### src/rtl/esc_pkg.sv
package esc_pkg;
    typedef enum logic [1:0] {
        ST_IDLE = 2'd0,
        ST_HUNT = 2'd1,
        ST_TIME = 2'd2
    } esc_state_e;
endpackage

### src/rtl/esc_edge.sv
module esc_edge #(
    parameter int SYNC_STAGES = 2
) (
    input  logic clk,
    input  logic rst_n,
    input  logic rxd,
    output logic rise,
    output logic fall
);
    typedef struct packed {
        logic [SYNC_STAGES-1:0] sync;
        logic                   prev;
    } edge_t;

    edge_t e_d, e_q;

    always_comb begin
        e_d      = e_q;
        e_d.sync = {e_q.sync[SYNC_STAGES-2:0], rxd};
        e_d.prev = e_q.sync[SYNC_STAGES-1];
    end

    always_ff @(posedge clk or negedge rst_n) begin
        if (!rst_n) e_q <= '{sync: '1, prev: 1'b1};
        else        e_q <= e_d;
    end

    assign rise = e_q.sync[SYNC_STAGES-1] & ~e_q.prev;
    assign fall = ~e_q.sync[SYNC_STAGES-1] & e_q.prev;
endmodule

### src/rtl/esc_span_fsm.sv
module esc_span_fsm
    import esc_pkg::*;
#(
    parameter int CNT_W       = 16,
    parameter int EDGE_TARGET = 5
) (
    input  logic             clk,
    input  logic             rst_n,
    input  logic             arm,
    input  logic             mode_in,
    input  logic             rise,
    input  logic             fall,
    output logic             done,
    output logic [CNT_W-1:0] span
);
    localparam int EW = $clog2(EDGE_TARGET + 1);
    localparam logic [CNT_W-1:0] TMAX = {CNT_W{1'b1}};
    localparam logic [EW-1:0] LAST = EW'(EDGE_TARGET - 1);

    typedef struct packed {
        esc_state_e       state;
        logic             mode;
        logic [EW-1:0]    edges;
        logic [CNT_W-1:0] timer;
    } fsm_t;

    fsm_t f_d, f_q;
    logic hit;

    assign hit = f_q.mode ? fall : rise;

    always_comb begin
        f_d  = f_q;
        done = 1'b0;
        case (f_q.state)
            ST_HUNT: begin
                if (fall) begin
                    f_d.state = ST_TIME;
                    f_d.timer = CNT_W'(1);
                    f_d.edges = f_q.mode ? EW'(1) : '0;
                end
            end
            ST_TIME: begin
                if (hit && f_q.edges == LAST) begin
                    done      = 1'b1;
                    f_d.state = ST_HUNT;
                    f_d.edges = '0;
                    f_d.timer = '0;
                end else if (f_q.timer == TMAX) begin
                    f_d.state = ST_HUNT;
                    f_d.edges = '0;
                    f_d.timer = '0;
                end else begin
                    f_d.timer = f_q.timer + CNT_W'(1);
                    if (hit) f_d.edges = f_q.edges + EW'(1);
                end
            end
            default: ;
        endcase
        if (arm) begin
            done      = 1'b0;
            f_d.state = ST_HUNT;
            f_d.mode  = mode_in;
            f_d.edges = '0;
            f_d.timer = '0;
        end
    end

    always_ff @(posedge clk or negedge rst_n) begin
        if (!rst_n) f_q <= '{state: ST_IDLE, mode: 1'b0, edges: '0, timer: '0};
        else        f_q <= f_d;
    end

    assign span = f_q.timer;

    assert_idle_until_arm_R1: assert property (@(posedge clk) disable iff (!rst_n)
        (f_q.state == ST_IDLE && !arm) |=> f_q.state == ST_IDLE);
    assert_arm_clears_R5: assert property (@(posedge clk) disable iff (!rst_n)
        arm |=> (f_q.state == ST_HUNT && f_q.edges == '0 && !done));
    assert_edge_bound_R6: assert property (@(posedge clk) disable iff (!rst_n)
        f_q.edges < EW'(EDGE_TARGET));
    assert_sat_abandon_R7: assert property (@(posedge clk) disable iff (!rst_n)
        (f_q.state == ST_TIME && f_q.timer == TMAX && !done && !arm) |=> f_q.state == ST_HUNT);
endmodule

### src/rtl/esc_result.sv
module esc_result #(
    parameter int CNT_W = 16
) (
    input  logic             clk,
    input  logic             rst_n,
    input  logic             arm,
    input  logic             rd,
    input  logic             done,
    input  logic [CNT_W-1:0] span,
    output logic             ready,
    output logic [CNT_W-1:0] value
);
    typedef struct packed {
        logic             ready;
        logic [CNT_W-1:0] value;
    } hold_t;

    hold_t h_d, h_q;

    always_comb begin
        h_d = h_q;
        if (arm) begin
            h_d.ready = 1'b0;
        end else if (done && (!h_q.ready || rd)) begin
            h_d.ready = 1'b1;
            h_d.value = span;
        end else if (rd) begin
            h_d.ready = 1'b0;
        end
    end

    always_ff @(posedge clk or negedge rst_n) begin
        if (!rst_n) h_q <= '{ready: 1'b0, value: '0};
        else        h_q <= h_d;
    end

    assign ready = h_q.ready;
    assign value = h_q.value;

    assert_hold_stable_R8: assert property (@(posedge clk) disable iff (!rst_n)
        (h_q.ready && !rd && !arm) |=> (h_q.ready && $stable(h_q.value)));
    assert_read_clears_R9: assert property (@(posedge clk) disable iff (!rst_n)
        (rd && !done) |=> (!h_q.ready && $stable(h_q.value)));
endmodule

### src/rtl/edge_span_capture.sv
module edge_span_capture #(
    parameter int CNT_W       = 16,
    parameter int EDGE_TARGET = 5,
    parameter int SYNC_STAGES = 2
) (
    input  logic             clk,
    input  logic             rst_n,
    input  logic             rxd,
    input  logic             arm,
    input  logic             count_falls,
    input  logic             rd_ack,
    output logic             cap_ready,
    output logic [CNT_W-1:0] cap_span
);
    logic             rise, fall, done;
    logic [CNT_W-1:0] span;

    esc_edge #(.SYNC_STAGES(SYNC_STAGES)) u_edge (
        .clk(clk), .rst_n(rst_n), .rxd(rxd), .rise(rise), .fall(fall)
    );

    esc_span_fsm #(.CNT_W(CNT_W), .EDGE_TARGET(EDGE_TARGET)) u_fsm (
        .clk(clk), .rst_n(rst_n), .arm(arm), .mode_in(count_falls),
        .rise(rise), .fall(fall), .done(done), .span(span)
    );

    esc_result #(.CNT_W(CNT_W)) u_hold (
        .clk(clk), .rst_n(rst_n), .arm(arm), .rd(rd_ack), .done(done),
        .span(span), .ready(cap_ready), .value(cap_span)
    );

    assert_arm_drops_ready_R5: assert property (@(posedge clk) disable iff (!rst_n)
        arm |=> !cap_ready);
endmodule

### config.mk
export PLATFORM = sky130hd
export DESIGN_NAME = edge_span_capture
export DESIGN_NICKNAME = d
export VERILOG_FILES = /design/src/rtl/esc_pkg.sv /design/src/rtl/esc_edge.sv /design/src/rtl/esc_span_fsm.sv /design/src/rtl/esc_result.sv /design/src/rtl/edge_span_capture.sv
export SDC_FILE = /design/constraint.sdc
export NUM_CORES = 1
export LEC_CHECK = 0
export ABC_CLOCK_PERIOD_IN_PS = 2600
export CAP_MARGIN = 20
export CORE_UTILIZATION = 35
export CTS_CLUSTER_SIZE = 8
export DETAILED_ROUTE_END_ITERATION = 7
export HOLD_SLACK_MARGIN = 0.05
export PLACE_DENSITY_LB_ADDON = 0.25
export SKIP_CTS_REPAIR_TIMING = 1
export SLEW_MARGIN = 15
export SYNTH_ARGS = -nofsm -noshare
export SYNTH_HDL_FRONTEND = slang
export SYNTH_SLANG_ARGS = --single-unit
### constraint.sdc
create_clock -name clk -period 2.6 [get_ports clk]
set_clock_uncertainty 0.2 [all_clocks]
set_input_delay 0.52 -clock clk [delete_from_list [all_inputs] [get_ports clk]]
set_output_delay 0.52 -clock clk [all_outputs]
set_load 0.005 [all_outputs]
# == After elaboration in Yosys (flattened, before gate mapping) ==
# Cells that the tools add are included.
# op_classes
addsub,2
mux,18
n_eq_ne,7
n_bitwise,5
reduce_logical,10
# op_table
op,n
19-bit two-way mux,3
19-bit one-hot mux with 2 select lines,1
22-bit two-way mux,1
16-bit by 1-bit adder with 16-bit output (second input constant),1
16-bit == test (second input constant),1
1-bit two-way mux,8
2-bit two-way mux,3
3-bit AND reduction,2
3-bit nonzero test,2
5-bit by 2-bit inequality test with 1-bit output (second input constant),1
4-bit by 2-bit inequality test with 1-bit output (second input constant),1
2-bit one-hot mux with 2 select lines,1
2-bit AND reduction,2
3-bit by 1-bit adder with 3-bit output (second input constant),1
3-bit == test (second input constant),1
3-bit two-way mux,1
3-bit by 2-bit inequality test with 1-bit output (second input constant),1
1-bit NOT,3
1-bit bitwise AND,2
2-bit by 1-bit == test with 1-bit output (second input constant),1
2-bit == test (second input constant),1
1-bit logical AND,2
1-bit logical NOT,1
1-bit logical OR,1
# totals
word_cells,50
regBits,42
input_bits,6
output_inout_bits,17

# == Longest topological paths before layout ==
# Gate-level depths: netlist of run 1.
# depth
ltp_word,10
ltp_mapped,7
ltp_nobuf,6

# == Modules after synthesis ==
# Synthesis of run 1 repeated with hierarchy kept, for this count alone.
# unflattened
hier_cells,200
area_unflattened_um2,2195.9
# by_module_without_submodules
module,cells_each,n_inst,seq_area_each_um2,area_each_um2
esc_span_fsm,157,1,550.5,1441.4
esc_result,38,1,425.4,660.6
esc_edge,5,1,78.8,93.8

# == Worst setup path after synthesis of run 1 ==
# No wires, ideal clock.
# synth_path
path_type,reg-to-reg
from,register u_edge.e_q (netlist bit u_edge.e_d[0])
to,register u_hold.h_q (netlist bit u_hold.value[0])
stages_incl_launch_ff,7
arrival_time_ns,1.784
slack_ns,0.492
synth_period_minus_slack_ns,2.108
setup_time_ns,0.125
path_buffers,2
required_ns,2.275
path_cell_list,dfstp_2 > nor3b_1 > o211a_1 > and3_1 > buf_2 > buf_4 > mux2_2
# synth_between
elab_chain_cells,9
elab_cells_between_ends,10
classes_between,mux (4); bitwise (3); reduce/logical (3)
# synth_rtl
item,line_no,source
start: declaration,esc_edge.sv:15,"edge_t e_d, e_q;"
start signal: assignment,esc_edge.sv:24,"if (!rst_n) e_q <= '{sync: '1, prev: 1'b1};"
1-bit NOT,esc_edge.sv:29,assign fall = ~e_q.sync[SYNC_STAGES-1] & e_q.prev;
1-bit bitwise AND,esc_edge.sv:29,
1-bit two-way mux *,esc_span_fsm.sv:30,assign hit = f_q.mode ? fall : rise;
1-bit logical AND *,esc_span_fsm.sv:44,if (hit && f_q.edges == LAST) begin
1-bit two-way mux *,esc_span_fsm.sv:44,
1-bit two-way mux *,esc_span_fsm.sv:35,case (f_q.state)
1-bit two-way mux *,esc_span_fsm.sv:60,if (arm) begin
1-bit logical AND *,esc_result.sv:24,end else if (done && (!h_q.ready || rd)) begin
2-bit AND reduction (no source line) *,n/a,
end signal: assignment,esc_result.sv:33,"if (!rst_n) h_q <= '{ready: 1'b0, value: '0};"
end: declaration,esc_result.sv:18,"hold_t h_d, h_q;"
# Every way passes the cells marked *; elsewhere a longest branch is shown, timed or not.
# A chain may end at the register's enable or synchronous reset.

# == Final worst setup path of run 1 ==
# layout_path
from,input arm
to,register u_fsm.f_q (netlist bit u_fsm.span[8])
# layout_between
elab_chain_cells,2
elab_cells_between_ends,4
classes_between,eq/ne (1); mux (1); reduce/logical (2)
# layout_rtl
item,line_no,source
start: declaration,edge_span_capture.sv:9,"input logic arm,"
3-bit by 2-bit inequality test with 1-bit output (no source line) / 3-bit nonzero test (equally long branches),n/a,
2-bit AND reduction (no source line),n/a,
end signal: assignment,esc_span_fsm.sv:70,"if (!rst_n) f_q <= '{state: ST_IDLE, mode: 1'b0, edges: '0, timer: '0};"
end: declaration,esc_span_fsm.sv:27,"fsm_t f_d, f_q;"
# Parallel ways exist; a longest one is shown, timed or not.

==> reports/qor.yml, run 1 <==
cts:
  clk_latency_ns: 0.29
  cts_tree: "built"
  htreeDepth: 2
  cts-buffers-inserted: 5
  clockRootBuffer: "clkbuf_8"
  clock-sinks: 42
  clockBufferDepth: 2
  path_clk_slew_ns: 0.08
critical_path:
  crit_buf_inv: 1
  worstSetupPathType: "input pin to flip-flop"
  cp.arrival_ns: 2.24
  worst_path_largest_cell_delay_ns: 0.46
  start_kind: "input pin"
  cp_slowest_cell: "clkdlybuf4s50_1"
  r2r_start: "u_edge.e_d[0]"
  critPathMaxFanout: 15
  path_cells: "clkdlybuf4s50_1 -> nor3b_4 -> o41ai_4 -> or2_4 -> or3_2 -> o21ai_0"
  crit_start: "arm"
  path_delay_family: "simple AND/OR/NAND/NOR gates"
  critPathCaptureType: "flip-flop"
  cp.required_ns: 2.61
timing:
  setup_tns_ns: 0
  holdWs_ns: 0.158
  setup_viol: 0
  max-slew-margin-rel_pct: 59.1
  fin_crit_ns: 2.23
  rsz0062_at_grt: "false"
  tightest_slew_ns: 0.609
  worst_slack_ns: 0.370
  max_freq_mhz: 448
  hold_violations: 0
  period_share_pct: 85.8
  slew_violations: 0
route:
  route.antenna.remaining_nets: 0
  post-route-drc-count: 0
  first_iter_violations: 53
  dr_total_vias: 1444
  viasPerCell: 5.10
  wl_microns: 3820
  first_pass_iters: 4
  routedWlPerCell_microns: 13.5
run_status:
  run_status: "completed"
cells_and_area:
  final_nets: 219
  multi_input_area_sq_um: 863
  fillers: 523
  seq_area_sq_mm: 0.00105
  n_antenna_cell: 0
  fin_util_pct: 44.2
  final_common_cell: "dfrtp_1"
  mostFrequentLayoutCells: "dfrtp_1, clkdlybuf4s50_1, mux2_2"
  syn_to_final_growth_pct: 22.0
  finalInstanceArea_sq_mm: 0.00243
  final_layout_size_suffix_gt1_share_pct: 24.2
yosys:
  yosysSeqAreaShare_pct: 52.9
  synth_ff_type: "dfrtp_1"
  synth_cells: 176
  synth_cell_types: 43
  async_reset_ff_share_pct: 100
  syn-num-nets: 185
  synth-edff-count: 0
  avgSynthCellArea_sq_um: 11.3
  synth_seq_cells: 42
  netlist_area_sq_mm: 0.00199
  yosys_warnings: 0
power_and_ir_drop:
  p_sw_share_pct: 22.8
  seq_power_share_pct: 57.0
  p_comb_share_pct: 6.5
  p_int_mw: 0.913
  p_sw_mw: 0.270
  power.leakage_nw: 1.10
  p_per_area_mw_per_mm2: 486
  ir_worst_vdd_mv: 0.286
  power.share.clock_pct: 36.5
global_route:
  antenna_found_initial: 0
  grt_pass1_wl_microns: 6690
  grt_max_degree: 21
  grt_overflow: 0
  grtUsageTotal_pct: 14.4
  first_global_vias: 1410
worst_hold_path:
  hold_class: "flip-flop to flip-flop"
  worstHoldStart: "u_edge.e_d[2]"
floorplanning:
  io_pins: 23
  initial_core_util_pct: 36.2
  dieArea_sq_mm: 0.00600
  die_w_microns: 77.5
  fp.coreArea_sq_mm: 0.00551
  dieHeight_microns: 77.5
  num_rows: 27
placement:
  place.gp.congestion: 0.776
  portBuffers: 22
  post_dp_cell_area_sq_mm: 0.00233
  dp_hpwl_microns: 2710
  dpl_worst_slack_ns: 0.0643
run:
  max-cap-violations: 0
==> worst reg2reg max path, delay by kind of cell (launching register included) <==
family / cells / cell delay (ns)
flops: 1 / 0.56
simple gates: 3 / 0.98
compound gates: 2 / 0.36
==> kinds of logic after synthesis <==
logic type	share of synthesized area [%]
AND/OR/NAND/NOR	18.0
AO/OA/AOI/OAI	13.9
flip-flops	52.9
multiplexers	9.03
buffers and inverters	3.83
adder cells (fa/ha/maj)	1.88
XOR/XNOR	0.439
==> power groups by stage <==
stage	Sequential, mW	Clock, mW	Combinational [mW]
6_report	0.674	0.431	0.0770
3_3_place_gp	0.686	0	0.0761
3_5_place_dp	0.687	0	0.0767
4_1_cts	0.674	0.446	0.0775
2_1_floorplan	0.685	0	0.0403
5_1_grt	0.676	0.474	0.0882
==> sequential cells by signal, indices dropped and copies added (netlist names) <==
register,flops
u_edge.e_d,2
u_edge.e_q,1
u_fsm.f_q,6
u_fsm.span,16
u_hold.ready,1
u_hold.value,16
==> cell type report <==
| class | instances | area share, % |
|---|---|---|
| well taps | 72 | 3.70 |
| clock buffers | 7 | 3.55 |
| multi-input cells | 119 | 35.5 |
| clock inverters | 1 | 0.206 |
| inverters | 9 | 1.39 |
| flip-flops and latches | 42 | 43.3 |
| repair buffers | 33 | 12.3 |
==> path summary, 6_finish.rpt <==
path / slack, ns / cells after the start / end
setup / recovery: 0.37 / 6 / u_fsm.span[8]
hold / removal: 0.16 / 0 / u_edge.e_d[0]
hold reg to reg: 0.16 / 0 / u_edge.e_d[0]
setup reg to reg: 0.42 / 5 / u_fsm.span[8]
min in group asynchronous: 0.51 / 2 / u_hold.value[13]
max in group asynchronous: 1.10 / 3 / u_edge.e_d[2]
==> synthesized netlist by cell type (2+ instances only) <==
cell	n	area share, %
ha_1	3	1.9
o21ai_1	2	0.50
nor3_1	2	0.50
a22o_1	2	0.88
a21oi_1	14	3.5
mux2_2	16	9.0
o21ai_0	8	2.0
a21o_1	3	1.1
a31oi_1	3	0.94
nand4_1	2	0.63
o21bai_1	2	0.75
dfrtp_1	39	49
nand2b_1	3	0.94
buf_2	4	1.0
nand3_1	11	2.8
or3_2	5	1.9
nand2_1	7	1.3
o22ai_1	2	0.63
nor2_1	4	0.75
or3_1	4	1.3
and3_1	4	1.3
dfstp_2	3	4.0
inv_1	9	1.7
nor3b_1	2	0.75
nor2b_1	4	1.3
==> layer usage <==
| metal | share of wire (%) | vias to the layer above | GRT usage, % |
|---|---|---|---|
| met4 | 1.5 | 0 | 6.23 |
| met1 | 52 | 704 | 20.2 |
| met5 | 0 | - | 0 |
| li1 | - | 711 | - |
| met3 | 3.0 | 4 | 3.29 |
| met2 | 44 | 25 | 21.2 |
==> metrics by stage <==
step,instances,power (mW)
2_1_floorplan,176,0.725
3_3_place_gp,274,0.763
3_5_place_dp,274,0.764
4_1_cts,282,1.20
5_1_grt,283,1.24
6_report,283,1.18
Power figures use the tool's default switching activity.
==> run 2: changes to the inputs <==
RECOVER_POWER = 100   (was not set)
==> reports/qor.yml, run 2 (same netlist as run 1, synthesis figures left out) <==
run_status:
  run_status: "completed"
cells_and_area:
  final_layout_size_suffix_gt1_share_pct: 21.8  # -2.4 points
  final_common_cell: "dfrtp_1"
  finalInstanceArea_sq_mm: 0.00241  # -0.82%
  syn_to_final_growth_pct: 21.0
  final_nets: 219  # unchanged
  fillers: 527  # +0.76%
  instances_no_fill: 283  # unchanged
  mostFrequentLayoutCells: "dfrtp_1, dlygate4sd3_1, mux2_2"
  fin_util_pct: 43.8  # -0.36 points
  n_antenna_cell: 0  # unchanged
cts:
  cts_tree: "built"
  path_clk_slew_ns: 0.07  # about the same
  clockRootBuffer: "clkbuf_8"
  clk_latency_ns: 0.29  # about the same
  htreeDepth: 2  # unchanged
  clockBufferDepth: 2  # unchanged
  clock-sinks: 42  # unchanged
  cts-buffers-inserted: 5  # unchanged
placement:
  dpl_worst_slack_ns: 0.0643  # unchanged
  portBuffers: 22  # unchanged
  dp_hpwl_microns: 2710  # unchanged
  place.gp.congestion: 0.776  # unchanged
  post_dp_cell_area_sq_mm: 0.00233  # unchanged
  dp.cells: 274  # unchanged
route:
  viasPerCell: 5.15  # +0.97%
  post-route-drc-count: 0  # unchanged
  wl_met2_microns: 1700  # +1.6%
  met3_length_microns: 161  # +39%
  route.antenna.remaining_nets: 0  # unchanged
  wl_microns: 3810  # -0.10%
  dr_total_vias: 1458  # +0.97%
  first_iter_violations: 67  # +26%
  first_pass_iters: 4  # unchanged
  routedWlPerCell_microns: 13.5  # -0.10%
  top_layer: "met4"
  met1Wirelength_microns: 1910  # -3.1%
critical_path:
  critPathMaxFanout: 9  # -6
  r2r_start: "u_edge.e_d[0]"
  cp.required_ns: 2.58  # -0.03 ns
  worstSetupPathType: "flip-flop to flip-flop"
  cp.arrival_ns: 2.23  # about the same
  critPathCaptureType: "flip-flop"
  crit_start: "u_edge.e_d[0]"
  start_kind: "flip-flop"
power_and_ir_drop:
  p_per_area_mw_per_mm2: 489  # +0.57%
  power.total_mw: 1.18  # -0.26%
  ir_worst_vdd_mv: 0.286  # about the same
  power.leakage_nw: 1.14  # +4.0%
timing:
  hold_violations: 0  # unchanged
  fin_crit_ns: 2.25  # +0.0207 ns
  setup_tns_ns: 0  # unchanged
  max_freq_mhz: 444  # -0.92%
  period_share_pct: 86.6  # +0.80 points
  tightest_slew_ns: 1.08  # +0.473 ns
  max-slew-margin-rel_pct: 27.8  # -31 points
  slew_violations: 0  # unchanged
  worst_slack_ns: 0.349  # -0.0207 ns
  holdWs_ns: 0.163  # +0.00537 ns
  setup_viol: 0  # unchanged
  rsz0062_at_grt: "false"
run:
  max-cap-violations: 0  # unchanged
global_route:
  grt_max_degree: 21  # unchanged
  antenna_found_initial: 0  # unchanged
  grtUsageTotal_pct: 14.4  # unchanged
  grt_overflow: 0  # unchanged
  grt_pass1_wl_microns: 6690  # unchanged
  first_global_vias: 1410  # unchanged
floorplanning:
  die_w_microns: 77.5  # unchanged
  num_rows: 27  # unchanged
  io_pins: 23  # unchanged
  fp.coreArea_sq_mm: 0.00551  # unchanged
  dieArea_sq_mm: 0.00600  # unchanged
  dieHeight_microns: 77.5  # unchanged
  initial_core_util_pct: 36.2  # unchanged
worst_hold_path:
  hold_class: "flip-flop to flip-flop"
  worstHoldStart: "u_edge.e_d[2]"
[run 2: final timing paths]
check / cells past startpoint / to / slack (ns)
setup / recovery: 5 / u_hold.value[8] / 0.35
hold / removal: 0 / u_edge.e_d[0] / 0.16
setup reg to reg: 5 / u_hold.value[8] / 0.35
hold reg to reg: 0 / u_edge.e_d[0] / 0.16
max in group asynchronous: 3 / u_hold.value[6] / 0.52
min in group asynchronous: 2 / u_hold.value[13] / 0.74
[run 2: area by class of cell]
type | count | area [sq um] | area share [%]
clock buffers | 7 | 86.3 | 3.58
clock inverters | 1 | 5.00 | 0.207
well taps | 72 | 90.1 | 3.73
repair buffers | 33 | 280 | 11.6
multi-input cells | 119 | 863 | 35.8
flip-flops and latches | 42 | 1050 | 43.7
inverters | 9 | 33.8 | 1.40
[run 2: worst max-delay path, cell delays in order (launching register included)]
cell,delay (ns)
dfstp_1,0.57
nor3b_1,0.29
o211a_1,0.24
and3_1,0.20
clkbuf_2,0.27
mux2_2,0.37
[run 2: power by group]
group	internal (mW)	switching [mW]
sequential	0.664	0.00982
combinational	0.0314	0.0428
clock	0.214	0.217
[run 2: routing by layer]
metal	vias up	GRT usage [%]
met5	-	0
met4	0	6.23
met3	4	3.29
met2	32	21.2
met1	703	20.2
li1	719	-
==> run 3: changes to the inputs <==
SLEW_MARGIN = 10   (was 15)
==> results of run 3 <==
The final DEF is identical to that of run 2; final timing and power are the same.
